===== src/rtl/i2cra_pkg.sv =====
package i2cra_pkg;
   localparam int ADDR_W = 7;
   localparam int BYTE_W = 8;
   localparam int WORD_W = 1 + ADDR_W + 1 + 2 * BYTE_W;

   typedef enum logic [1:0] {
      PHY_START = 2'd0,
      PHY_STOP  = 2'd1,
      PHY_WRITE = 2'd2,
      PHY_READ  = 2'd3
   } phy_op_t;

   typedef enum logic [2:0] {
      ST_IDLE, ST_START, ST_SEND, ST_ACKIN, ST_RESTART, ST_RECV, ST_NACKOUT, ST_STOP
   } seq_state_t;
endpackage


===== src/rtl/i2cra_qtimer.sv =====
module i2cra_qtimer #(
   parameter int QUARTER_CYC = 125
) (
   input  logic clk,
   input  logic rst_n,
   input  logic run,
   input  logic hold,
   output logic tick
);
   localparam int CNT_W = (QUARTER_CYC > 1) ? $clog2(QUARTER_CYC) : 1;
   localparam logic [CNT_W-1:0] LAST = CNT_W'(QUARTER_CYC - 1);

   generate
      if (QUARTER_CYC < 1) begin : g_bad_quarter
         $error("QUARTER_CYC must be at least 1");
      end
   endgenerate

   logic [CNT_W-1:0] cnt;

   always_ff @(posedge clk or negedge rst_n) begin
      if (!rst_n)      cnt <= '0;
      else if (!run)   cnt <= '0;
      else if (!hold)  cnt <= (cnt == LAST) ? '0 : cnt + 1'b1;
   end

   assign tick = run && !hold && (cnt == LAST);
endmodule


===== src/rtl/i2cra_bitphy.sv =====
module i2cra_bitphy
   import i2cra_pkg::*;
#(
   parameter int QUARTER_CYC = 125
) (
   input  logic    clk,
   input  logic    rst_n,
   input  logic    go,
   input  phy_op_t op,
   input  logic    wbit,
   input  logic    scl_in,
   input  logic    sda_in,
   output logic    done,
   output logic    rbit,
   output logic    scl_pull,
   output logic    sda_pull
);
   logic       active;
   phy_op_t    op_q;
   logic       wbit_q;
   logic [1:0] qtr;
   logic       scl_q, sda_q, rbit_q;
   logic       hold, tick;

   // pull pattern {scl, sda} for a quarter; cur keeps the clock level where needed
   function automatic logic [1:0] pulls(phy_op_t o, logic b, logic [1:0] q, logic [1:0] cur);
      logic [1:0] r;
      unique case (o)
         PHY_START: case (q)
            2'd0:    r = {cur[1], 1'b0};
            2'd1:    r = 2'b00;
            2'd2:    r = 2'b01;
            default: r = 2'b11;
         endcase
         PHY_STOP: case (q)
            2'd0:    r = 2'b11;
            2'd1:    r = 2'b01;
            default: r = 2'b00;
         endcase
         PHY_WRITE: r = {(q == 2'd0) || (q == 2'd3), ~b};
         default:   r = {(q == 2'd0) || (q == 2'd3), 1'b0};
      endcase
      return r;
   endfunction

   assign hold = active && ((qtr == 2'd1) || (qtr == 2'd2)) && !scl_in;

   i2cra_qtimer #(.QUARTER_CYC(QUARTER_CYC)) u_timer (
      .clk(clk), .rst_n(rst_n), .run(active), .hold(hold), .tick(tick)
   );

   always_ff @(posedge clk or negedge rst_n) begin
      if (!rst_n) begin
         active <= 1'b0;
         op_q   <= PHY_START;
         wbit_q <= 1'b0;
         qtr    <= 2'd0;
         scl_q  <= 1'b0;
         sda_q  <= 1'b0;
         rbit_q <= 1'b0;
      end else if (!active) begin
         if (go) begin
            active         <= 1'b1;
            op_q           <= op;
            wbit_q         <= wbit;
            qtr            <= 2'd0;
            {scl_q, sda_q} <= pulls(op, wbit, 2'd0, {scl_q, sda_q});
         end
      end else if (tick) begin
         if (qtr == 2'd2) rbit_q <= sda_in;
         if (qtr == 2'd3) begin
            active <= 1'b0;
         end else begin
            qtr            <= qtr + 2'd1;
            {scl_q, sda_q} <= pulls(op_q, wbit_q, qtr + 2'd1, {scl_q, sda_q});
         end
      end
   end

   assign done     = active && tick && (qtr == 2'd3);
   assign rbit     = rbit_q;
   assign scl_pull = scl_q;
   assign sda_pull = sda_q;

   // a held-low clock line freezes the high phase
   a_r9_wait_stretch: assert property (@(posedge clk) disable iff (!rst_n)
      (active && qtr == 2'd1 && !scl_in) |=> (active && qtr == 2'd1));

   // data bits only move the data line while the clock line is pulled
   a_r10_data_moves_scl_low: assert property (@(posedge clk) disable iff (!rst_n)
      (active && (op_q == PHY_WRITE || op_q == PHY_READ) && !$stable(sda_pull)) |-> scl_pull);
endmodule


===== src/rtl/i2cra_ctrl.sv =====
module i2cra_ctrl
   import i2cra_pkg::*;
(
   input  logic              clk,
   input  logic              rst_n,
   input  logic [WORD_W-1:0] req_word,
   input  logic              req_valid,
   input  logic              phy_done,
   input  logic              phy_rbit,
   output logic              phy_go,
   output phy_op_t           phy_op,
   output logic              phy_wbit,
   output logic [WORD_W-1:0] rslt_word,
   output logic              rslt_valid,
   output logic              busy
);
   localparam int EN_POS = WORD_W - 1;

   seq_state_t        state;
   logic [ADDR_W-1:0] addr_q;
   logic              rd_q;
   logic [BYTE_W-1:0] idx_q, data_q, rx_sh, cur_byte;
   logic [1:0]        sel;
   logic [2:0]        bitn;
   logic              issued, ack_err, rslt_v;
   logic [WORD_W-1:0] rslt_q;

   always_comb begin
      unique case (sel)
         2'd0:    cur_byte = {addr_q, 1'b0};
         2'd1:    cur_byte = idx_q;
         2'd2:    cur_byte = data_q;
         default: cur_byte = {addr_q, 1'b1};
      endcase
   end

   always_comb begin
      unique case (state)
         ST_SEND:             phy_op = PHY_WRITE;
         ST_NACKOUT:          phy_op = PHY_WRITE;
         ST_ACKIN, ST_RECV:   phy_op = PHY_READ;
         ST_STOP:             phy_op = PHY_STOP;
         default:             phy_op = PHY_START;
      endcase
   end

   assign phy_wbit = (state == ST_NACKOUT) ? 1'b1 : cur_byte[bitn];
   assign busy     = (state != ST_IDLE);
   assign phy_go   = busy && !issued;

   always_ff @(posedge clk or negedge rst_n) begin
      if (!rst_n) begin
         state   <= ST_IDLE;
         addr_q  <= '0;
         rd_q    <= 1'b0;
         idx_q   <= '0;
         data_q  <= '0;
         rx_sh   <= '0;
         sel     <= 2'd0;
         bitn    <= 3'd7;
         issued  <= 1'b0;
         ack_err <= 1'b0;
         rslt_v  <= 1'b0;
         rslt_q  <= '0;
      end else begin
         rslt_v <= 1'b0;
         if (state == ST_IDLE) begin
            if (req_valid && req_word[EN_POS]) begin
               addr_q  <= req_word[EN_POS-1 -: ADDR_W];
               rd_q    <= req_word[2*BYTE_W];
               idx_q   <= req_word[2*BYTE_W-1 -: BYTE_W];
               data_q  <= req_word[BYTE_W-1:0];
               ack_err <= 1'b0;
               issued  <= 1'b0;
               state   <= ST_START;
            end
         end else if (phy_done) begin
            issued <= 1'b0;
            unique case (state)
               ST_START: begin
                  sel <= 2'd0; bitn <= 3'd7; state <= ST_SEND;
               end
               ST_SEND: begin
                  if (bitn == 3'd0) state <= ST_ACKIN;
                  else bitn <= bitn - 3'd1;
               end
               ST_ACKIN: begin
                  if (phy_rbit) ack_err <= 1'b1;
                  bitn <= 3'd7;
                  unique case (sel)
                     2'd0: begin sel <= 2'd1; state <= ST_SEND; end
                     2'd1: begin
                        if (rd_q) begin sel <= 2'd3; state <= ST_RESTART; end
                        else begin sel <= 2'd2; state <= ST_SEND; end
                     end
                     2'd2:    state <= ST_STOP;
                     default: state <= ST_RECV;
                  endcase
               end
               ST_RESTART: begin bitn <= 3'd7; state <= ST_SEND; end
               ST_RECV: begin
                  rx_sh <= {rx_sh[BYTE_W-2:0], phy_rbit};
                  if (bitn == 3'd0) state <= ST_NACKOUT;
                  else bitn <= bitn - 3'd1;
               end
               ST_NACKOUT: state <= ST_STOP;
               default: begin
                  rslt_q <= {ack_err, addr_q, rd_q, idx_q, rd_q ? rx_sh : data_q};
                  rslt_v <= 1'b1;
                  state  <= ST_IDLE;
               end
            endcase
         end else if (phy_go) begin
            issued <= 1'b1;
         end
      end
   end

   assign rslt_word  = rslt_q;
   assign rslt_valid = rslt_v;

   // a request with the enable bit clear leaves the sequencer idle
   a_r2_disabled_stays_idle: assert property (@(posedge clk) disable iff (!rst_n)
      (state == ST_IDLE && req_valid && !req_word[EN_POS]) |=> !busy);

   // the result strobe marks the end of a busy period
   a_r7_strobe_ends_busy: assert property (@(posedge clk) disable iff (!rst_n)
      rslt_valid |-> (!busy && $past(busy)));

   // no new transaction starts by itself after a result
   a_r6_no_self_retry: assert property (@(posedge clk) disable iff (!rst_n)
      (rslt_valid && !req_valid) |=> !busy);

   // latched request fields do not change while a transaction runs
   a_r8_request_frozen: assert property (@(posedge clk) disable iff (!rst_n)
      (busy && $past(busy)) |-> ($stable(addr_q) && $stable(idx_q) && $stable(rd_q)));
endmodule


===== src/rtl/i2c_reg_sequencer.sv =====
module i2c_reg_sequencer
   import i2cra_pkg::*;
#(
   parameter int QUARTER_CYC = 125,
   parameter int SYNC_STAGES = 2
) (
   input  logic              clk,
   input  logic              rst_n,
   input  logic [WORD_W-1:0] req_word,
   input  logic              req_valid,
   output logic [WORD_W-1:0] rslt_word,
   output logic              rslt_valid,
   output logic              busy,
   input  logic              scl_in,
   input  logic              sda_in,
   output logic              scl_pull,
   output logic              sda_pull
);
   generate
      if (SYNC_STAGES < 0 || SYNC_STAGES > 4) begin : g_bad_sync
         $error("SYNC_STAGES must be in 0..4");
      end
   endgenerate

   logic    scl_s, sda_s;
   logic    phy_go, phy_wbit, phy_done, phy_rbit;
   phy_op_t phy_op;

   generate
      if (SYNC_STAGES == 0) begin : g_direct
         assign scl_s = scl_in;
         assign sda_s = sda_in;
      end else begin : g_sync
         logic [SYNC_STAGES-1:0] scl_ff, sda_ff;
         always_ff @(posedge clk or negedge rst_n) begin
            if (!rst_n) begin
               scl_ff <= '1;
               sda_ff <= '1;
            end else begin
               scl_ff[0] <= scl_in;
               sda_ff[0] <= sda_in;
               for (int i = 1; i < SYNC_STAGES; i++) begin
                  scl_ff[i] <= scl_ff[i-1];
                  sda_ff[i] <= sda_ff[i-1];
               end
            end
         end
         assign scl_s = scl_ff[SYNC_STAGES-1];
         assign sda_s = sda_ff[SYNC_STAGES-1];
      end
   endgenerate

   i2cra_ctrl u_ctrl (
      .clk(clk), .rst_n(rst_n),
      .req_word(req_word), .req_valid(req_valid),
      .phy_done(phy_done), .phy_rbit(phy_rbit),
      .phy_go(phy_go), .phy_op(phy_op), .phy_wbit(phy_wbit),
      .rslt_word(rslt_word), .rslt_valid(rslt_valid), .busy(busy)
   );

   i2cra_bitphy #(.QUARTER_CYC(QUARTER_CYC)) u_phy (
      .clk(clk), .rst_n(rst_n),
      .go(phy_go), .op(phy_op), .wbit(phy_wbit),
      .scl_in(scl_s), .sda_in(sda_s),
      .done(phy_done), .rbit(phy_rbit),
      .scl_pull(scl_pull), .sda_pull(sda_pull)
   );

   // both lines are released whenever no transaction runs
   a_r10_idle_released: assert property (@(posedge clk) disable iff (!rst_n)
      !busy |-> (!scl_pull && !sda_pull));
endmodule


===== config.mk =====
export PLATFORM = sky130hd
export DESIGN_NAME = i2c_reg_sequencer
export DESIGN_NICKNAME = d
export VERILOG_FILES = /design/src/rtl/i2cra_pkg.sv /design/src/rtl/i2cra_qtimer.sv /design/src/rtl/i2cra_bitphy.sv /design/src/rtl/i2cra_ctrl.sv /design/src/rtl/i2c_reg_sequencer.sv
export SDC_FILE = /design/constraint.sdc
export NUM_CORES = 1
export LEC_CHECK = 0
export BUFFER_PORTS_ARGS = -buffer_cell sky130_fd_sc_hd__buf_2
export CAP_MARGIN = 20
export CORE_MARGIN = 5
export CORE_UTILIZATION = 30
export CTS_CLUSTER_DIAMETER = 150
export CTS_CLUSTER_SIZE = 16
export DETAILED_ROUTE_END_ITERATION = 8
export HOLD_SLACK_MARGIN = 0.1
export SETUP_SLACK_MARGIN = 0.5
export SLEW_MARGIN = 0
export SYNTH_ARGS = -nofsm -noshare
export SYNTH_HDL_FRONTEND = slang
export SYNTH_HIERARCHICAL = 1
export SYNTH_SLANG_ARGS = --single-unit

===== constraint.sdc =====
create_clock -name clk -period 2.46 [get_ports clk]
set_input_delay 0.492 -clock clk [delete_from_list [all_inputs] [get_ports clk]]
set_output_delay 0.492 -clock clk [all_outputs]
set_load 0.03 [all_outputs]

Word level (Yosys, flattened, before mapping). Index checks and enable logic that the tools add are counted.

Bits in registers: 88. Word-level logic and storage cells: 159.

Bitwise operators: 5. Eq/ne operators: 30. Mux-type cells: 53. $add $sub $neg: 3. Reductions and logical operators: 45. Magnitude comparators: 1.

Operator list (number): two-way mux 1 bit (26); case mux 2 bit (3 select lines) (4); case mux 8 bit (3 select lines) (1); two-way mux 3 bit (7); two-way mux 7 bit (3); AND reduction 4 bit (4); case mux 3 bit (5 select lines) (1); equality test 2 bit, second input constant (7); equality test 3 bit, second input constant (4); case mux 2 bit (2 select lines) (3); AND reduction 3 bit (4); nonzero test 2 bit (6); equality test 2 x 1 -> 1 bit, second input constant (5); inequality test 2 bit, second input constant (5); case mux 3 bit (3 select lines) (1); logical AND 1 bit (8); zero test 2 bit (4); two-way mux 2 bit (4); two-way mux 8 bit (1); OR reduction 2 bit (4); adder 7 x 1 -> 7 bit, second input constant (1); equality test 7 bit, second input constant (1); equality test 3 x 2 -> 1 bit, second input constant (2); zero test 3 bit (2); other kinds (18) (29).

Depth between registers and ports, before layout.
Depth after elaboration: 11. Mapped depth: 11. Mapped depth without buffers: 9.

By module. Netlist, hierarchy kept.

Modules (own cells, without submodules): i2cra_ctrl (area each 3213.1 µm², cells each 343, times used 1); i2cra_bitphy (area each 495.5 µm², cells each 46, times used 1); i2cra_qtimer (area each 425.4 µm², cells each 44, times used 1); i2c_reg_sequencer (area each 105.1 µm², cells each 4, times used 1).

Worst setup path after synthesis. No wires, ideal clock.

Path type: register to register. From: register u_phy.qtr[0]. To: register u_ctrl.state[2]. Cell stages (with the launch flop): 12. Required time: 2.394 ns. Path slack: -0.104 ns. Buffers on the path: 2. Data arrival time: 2.497 ns. Cells stage by stage: dfrtp_1 > inv_1 > ha_1 > nor3b_1 > clkbuf_1 > nor4_1 > and3_1 > buf_4 > nand2_1 > or2_2 > o2bb2ai_1 > a22o_1.

Longest elaborated chain between the ends: 11.

Ends and longest elaborated chain: start: declaration (line i2cra_bitphy.sv:21) `logic [1:0] qtr;`; start signal: assignment (line i2cra_bitphy.sv:74) `qtr <= qtr + 2'd1;`; equality test 2 x 1 -> 1 bit / equality test 2 bit (equally long branches) (line i2cra_bitphy.sv:46) `assign hold = active && ((qtr == 2'd1) || (qtr == 2'd2)) && !scl_in;`; logical OR 1 bit * (line i2cra_bitphy.sv:46); logical AND 1 bit * (2 in a row) (line i2cra_bitphy.sv:46); via u_phy.hold (line i2cra_bitphy.sv:23) `logic hold, tick;`; zero test 1 bit * (line i2cra_qtimer.sv:27) `assign tick = run && !hold && (cnt == LAST);`; logical AND 1 bit * (2 in a row) (line i2cra_qtimer.sv:27); via u_phy.tick (line i2cra_bitphy.sv:23); logical AND 1 bit * (2 in a row) (line i2cra_bitphy.sv:80) `assign done = active && tick && (qtr == 2'd3);`; via phy_done (line i2c_reg_sequencer.sv:26) `logic phy_go, phy_wbit, phy_done, phy_rbit;`; nonzero test 2 bit (no source line) *; AND reduction 4 bit (no source line) *; end signal: assignment (line i2cra_ctrl.sv:53) `state <= ST_IDLE;`; end signal: assignment (line i2cra_ctrl.sv:75) `state <= ST_START;`; end signal: assignment (line i2cra_ctrl.sv:81) `sel <= 2'd0; bitn <= 3'd7; state <= ST_SEND;`; end: declaration (line i2cra_ctrl.sv:19) `seq_state_t state;`.

The timed path passes the listed nets; every way through them passes the cells marked *. A chain may end at the register's enable or synchronous reset.

Worst setup path after layout.
From: register u_phy.qtr[1]. To: register u_ctrl.state[0].

Same word-level chain as after synthesis.

==> Flow_metrics.wiki <==
{| class="wikitable"
! Metric !! Value
|-
| Worst slew slack as a fraction of its limit || a little under three fifths
|-
| Crit path max fanout || 8
|-
| Count of flip-flops with a built-in enable after synthesis || 0
|-
| Initial core utilization || between 30 and 40%
|-
| Post-Syn Instances || 437
|-
| Detailed-route DRC error count || 0
|-
| Floorplan core area || approximately 14,000 sq um
|-
| Die Footprint || about 17,000 sq um
|-
| Post-Syn Nets || around 470
|-
| Average via count per standard cell || 4.82
|-
| Number of synthesized register bits || 88
|-
| Area growth, synth to finish || 33.7%
|-
| RSZ-0062 raised after global routing || true
|-
| Final worst path period need || approximately 2.0 ns
|-
| Timing-limited maximum frequency || approximately 500 MHz
|-
| Final count of pins violating max slew || 0
|-
| Total iterations of the first detailed-routing run || 4
|-
| Total number of vias || roughly 3,400
|-
| Status || finished clean
|-
| Maximum number of pins on one net before global-route repair || 43
|-
| Num CTS Buffers || 9
|-
| CTS tree || built
|-
| Global-route wire length before repair || 16,700 um
|-
| Placed cell count || 663
|-
| Count of final hold-check violations || 0
|-
| Final antenna-violating net count || 0
|-
| Final HPWL DP || just over 7000 um
|-
| Type of the most critical hold path || in -> async
|-
| Total standard cell area after synthesis || 4240 sq um
|-
| Peak supply drop || around 0.42 mV
|-
| Min Hold Slack || 0.129 ns
|-
| Number of I/O port buffers || between 50 and 60
|-
| Std cell rows || 43
|-
| Kind of start point of the critical path || flip-flop
|-
| Die X-Extent || between 100 and 150 um
|-
| Setup slack at placement || 0.114 ns
|-
| CP Capture Type || flip-flop
|-
| Post-route clock period utilization || 80.3%
|-
| I/O pin count || 59
|-
| Count of distinct cell types in the synthesized netlist || 55
|-
| Combined global-route utilization of all metal layers || between 10% and 20%
|-
| Power per Cell Area || slightly below 800 nW/um^2
|-
| Pleak || between 2 and 3 nW
|-
| Launch point of the worst reg-to-reg path || u_phy/qtr[1]
|-
| Proportion of layout cells with a drive suffix above 1 || between 30% and 40%
|-
| Number of buffers on the longest clock path || 2
|-
| Slack of the worst reg-to-reg path || around 0.48 ns
|-
| Routed WL per cell || 14.7 um
|-
| Async SR Flop Fraction || between 90% and 100%
|-
| Final setup vio count || 0
|-
| Number of nets at the end of the flow || roughly 570
|-
| Gp weighted congestion || about 0.8
|-
| Filler cell count in the final layout || 1,374
|-
| Hold Buf Count CTS || 0
|-
| R2r worst-path depth || 8
|-
| Worst-path clk slew || 0.06 ns
|-
| Number of warnings reported in the yosys synthesis log || 6
|-
| Number of antenna violations at the first check in global routing || 0
|-
| H-tree lvl count || 3
|-
| Routed Wire Length || 10,500 um
|-
| Number of non-filler instances in the completed layout || 714
|-
| Global route total overflow || 0
|-
| Startpoint-to-endpoint class of the critical path || reg -> reg
|-
| Arr. time, crit path || 2.20 ns
|-
| Violation count after the first detailed-route iteration || between 150 and 200
|-
| Post-synth top flop || dfrtp_1
|-
| Master cell of the clock root buffer || clkbuf_16
|-
| Worst flop-to-flop path endpoint || u_ctrl/state[0]
|-
| Final setup TNS || 0 ns
|-
| Portion of the post-synthesis area used by sequential elements || a little over half
|-
| Util after Layout || roughly two fifths
|-
| Clock insertion delay at the later pin of the skew report || 0.34 ns
|-
| Worst endpoint required time || 2.68 ns
|-
| Worst clock skew on the final layout || between 0.009 and 0.01 ns
|-
| Final setup slack of the worst path || roughly 0.48 ns
|-
| DIE HEIGHT || ~130 um
|-
| Worst-Margin Slew || 0.644 ns
|-
| Number of sinks on the clock net || 88
|-
| Via count of the first global-routing pass || between 3,000 and 4,000
|-
| Mean post-synth cell area || between 9 and 10 sq um
|-
| Max-cap violations || 0
|-
| # diodes || 0
|}
-- through the flow --
step / instance area, sq um / power [mW]
2_1_floorplan: 4330 / 2.64
3_3_place_gp: 4760 / 2.91
3_5_place_dp: 4760 / 2.94
4_1_cts: 5260 / 4.37
5_1_grt: 5670 / 4.68
6_report: 5670 / 4.41
-- cells by family after synthesis --
group / Yosys count / share of synthesized area [%]
simple gates: 199 / 21.3
flops: 88 / 52.2
xor+xnor: 4 / 0.827
fa+ha+maj: 6 / 1.77
mux: 37 / 9.18
buf+inv: 33 / 4.16
compound gates: 70 / 10.7
-- power breakdown --
group          switching, mW  leakage [nW]  internal, mW
clock network          0.574         0.147         0.747
logic                  0.520          1.43         0.445
registers              0.388          1.13          1.74
-- layer usage --
metal  up-vias  wire (um)  track usage (%)
met1      1670       4760             16.5
met4         0        327             6.79
met2        59       5070             20.1
li1       1691          -                -
met3        22        367             2.03
met5         -          0                0
-- cell usage after synthesis, drive strengths merged, types with 3 or more instances --
master | instances | area (sq um)
a22oi | 5 | 37.5
o211ai | 3 | 22.5
mux2 | 15 | 169
o21ai | 18 | 90.1
clkbuf | 6 | 22.5
nand2b | 4 | 25.0
ha | 6 | 75.1
nor2b | 6 | 45.0
a31oi | 3 | 18.8
a311oi | 3 | 26.3
nand2 | 144 | 541
dfstp | 7 | 184
a21oi | 18 | 90.1
buf | 14 | 105
nor2 | 17 | 71.3
mux2i | 22 | 220
nand3 | 14 | 87.6
dfrtp | 81 | 2030
inv | 12 | 45.0
-- worst max path at each step --
stage	end	depth (start not counted)	startpoint	slack [ns]
after floorplan	u_ctrl/state[2]	11	u_phy/qtr[0]	0.40
after global placement	u_ctrl/rslt_word[11]	8	u_phy/qtr[1]	0.18
after detailed placement	u_ctrl/rslt_word[11]	8	u_phy/qtr[1]	0.11
after CTS	u_ctrl/rx_sh[1]	7	u_phy/qtr[1]	0.50
after global routing	u_phy/sda_pull	9	u_ctrl/sel[1]	0.39
final	u_ctrl/state[0]	8	u_phy/qtr[1]	0.48
-- flip-flops by register name (all words and copies together) (netlist names), 2 cells and up --
| register | cells |
|---|---|
| u_ctrl/rslt_word | 25 |
| g_sync.sda_ff | 2 |
| u_ctrl/addr_q | 7 |
| u_phy/qtr | 2 |
| u_ctrl/idx_q | 8 |
| u_ctrl/data_q | 8 |
| u_ctrl/bitn | 3 |
| u_phy/op_q | 2 |
| g_sync.scl_ff | 2 |
| u_ctrl/rx_sh | 8 |
| u_ctrl/state | 3 |
| u_phy/u_timer/cnt | 7 |
| u_ctrl/sel | 2 |
-- critical path, stage by stage (launching register included) --
cell and delay, ns:
dfrtp_2 0.43, ha_4 0.23, nor3b_4 0.25, nor4_4 0.07, and3_4 0.23, buf_6 0.15, o211ai_1 0.09, o31ai_1 0.10
a221o_1 0.31
-- area by class of cell --
type	instances	area (sq um)	area share [%]
timing repair inverter	1	6.26	0.110
inverter	13	56.3	0.993
sequential	88	2220	39.2
timing repair buffer	100	727	12.8
tap	180	225	3.97
clock buffer	11	253	4.46
multi-input combinational	316	2140	37.8
clock inverter	5	36.3	0.640
-- layout by cell type, fill, tap and decap left out, drive strengths merged, types with 15 or more instances in the layout --
| master | n |
|---|---|
| a21oi | 18 |
| nor2 | 17 |
| o21ai | 18 |
| nand2 | 144 |
| buf | 97 |
| mux2 | 15 |
| mux2i | 22 |
| inv | 17 |
| dfrtp | 81 |
-- timing repair --
action                                  4_1_cts  5_1_grt
setup buffers                                18       12
hold endpoints to repair                      0        0
resized for setup                            25       71
pin swaps                                    10       42
endpoints found under the setup margin       48       44
cloned                                        0        5
Note: power is estimated with default switching activity, not from simulation.
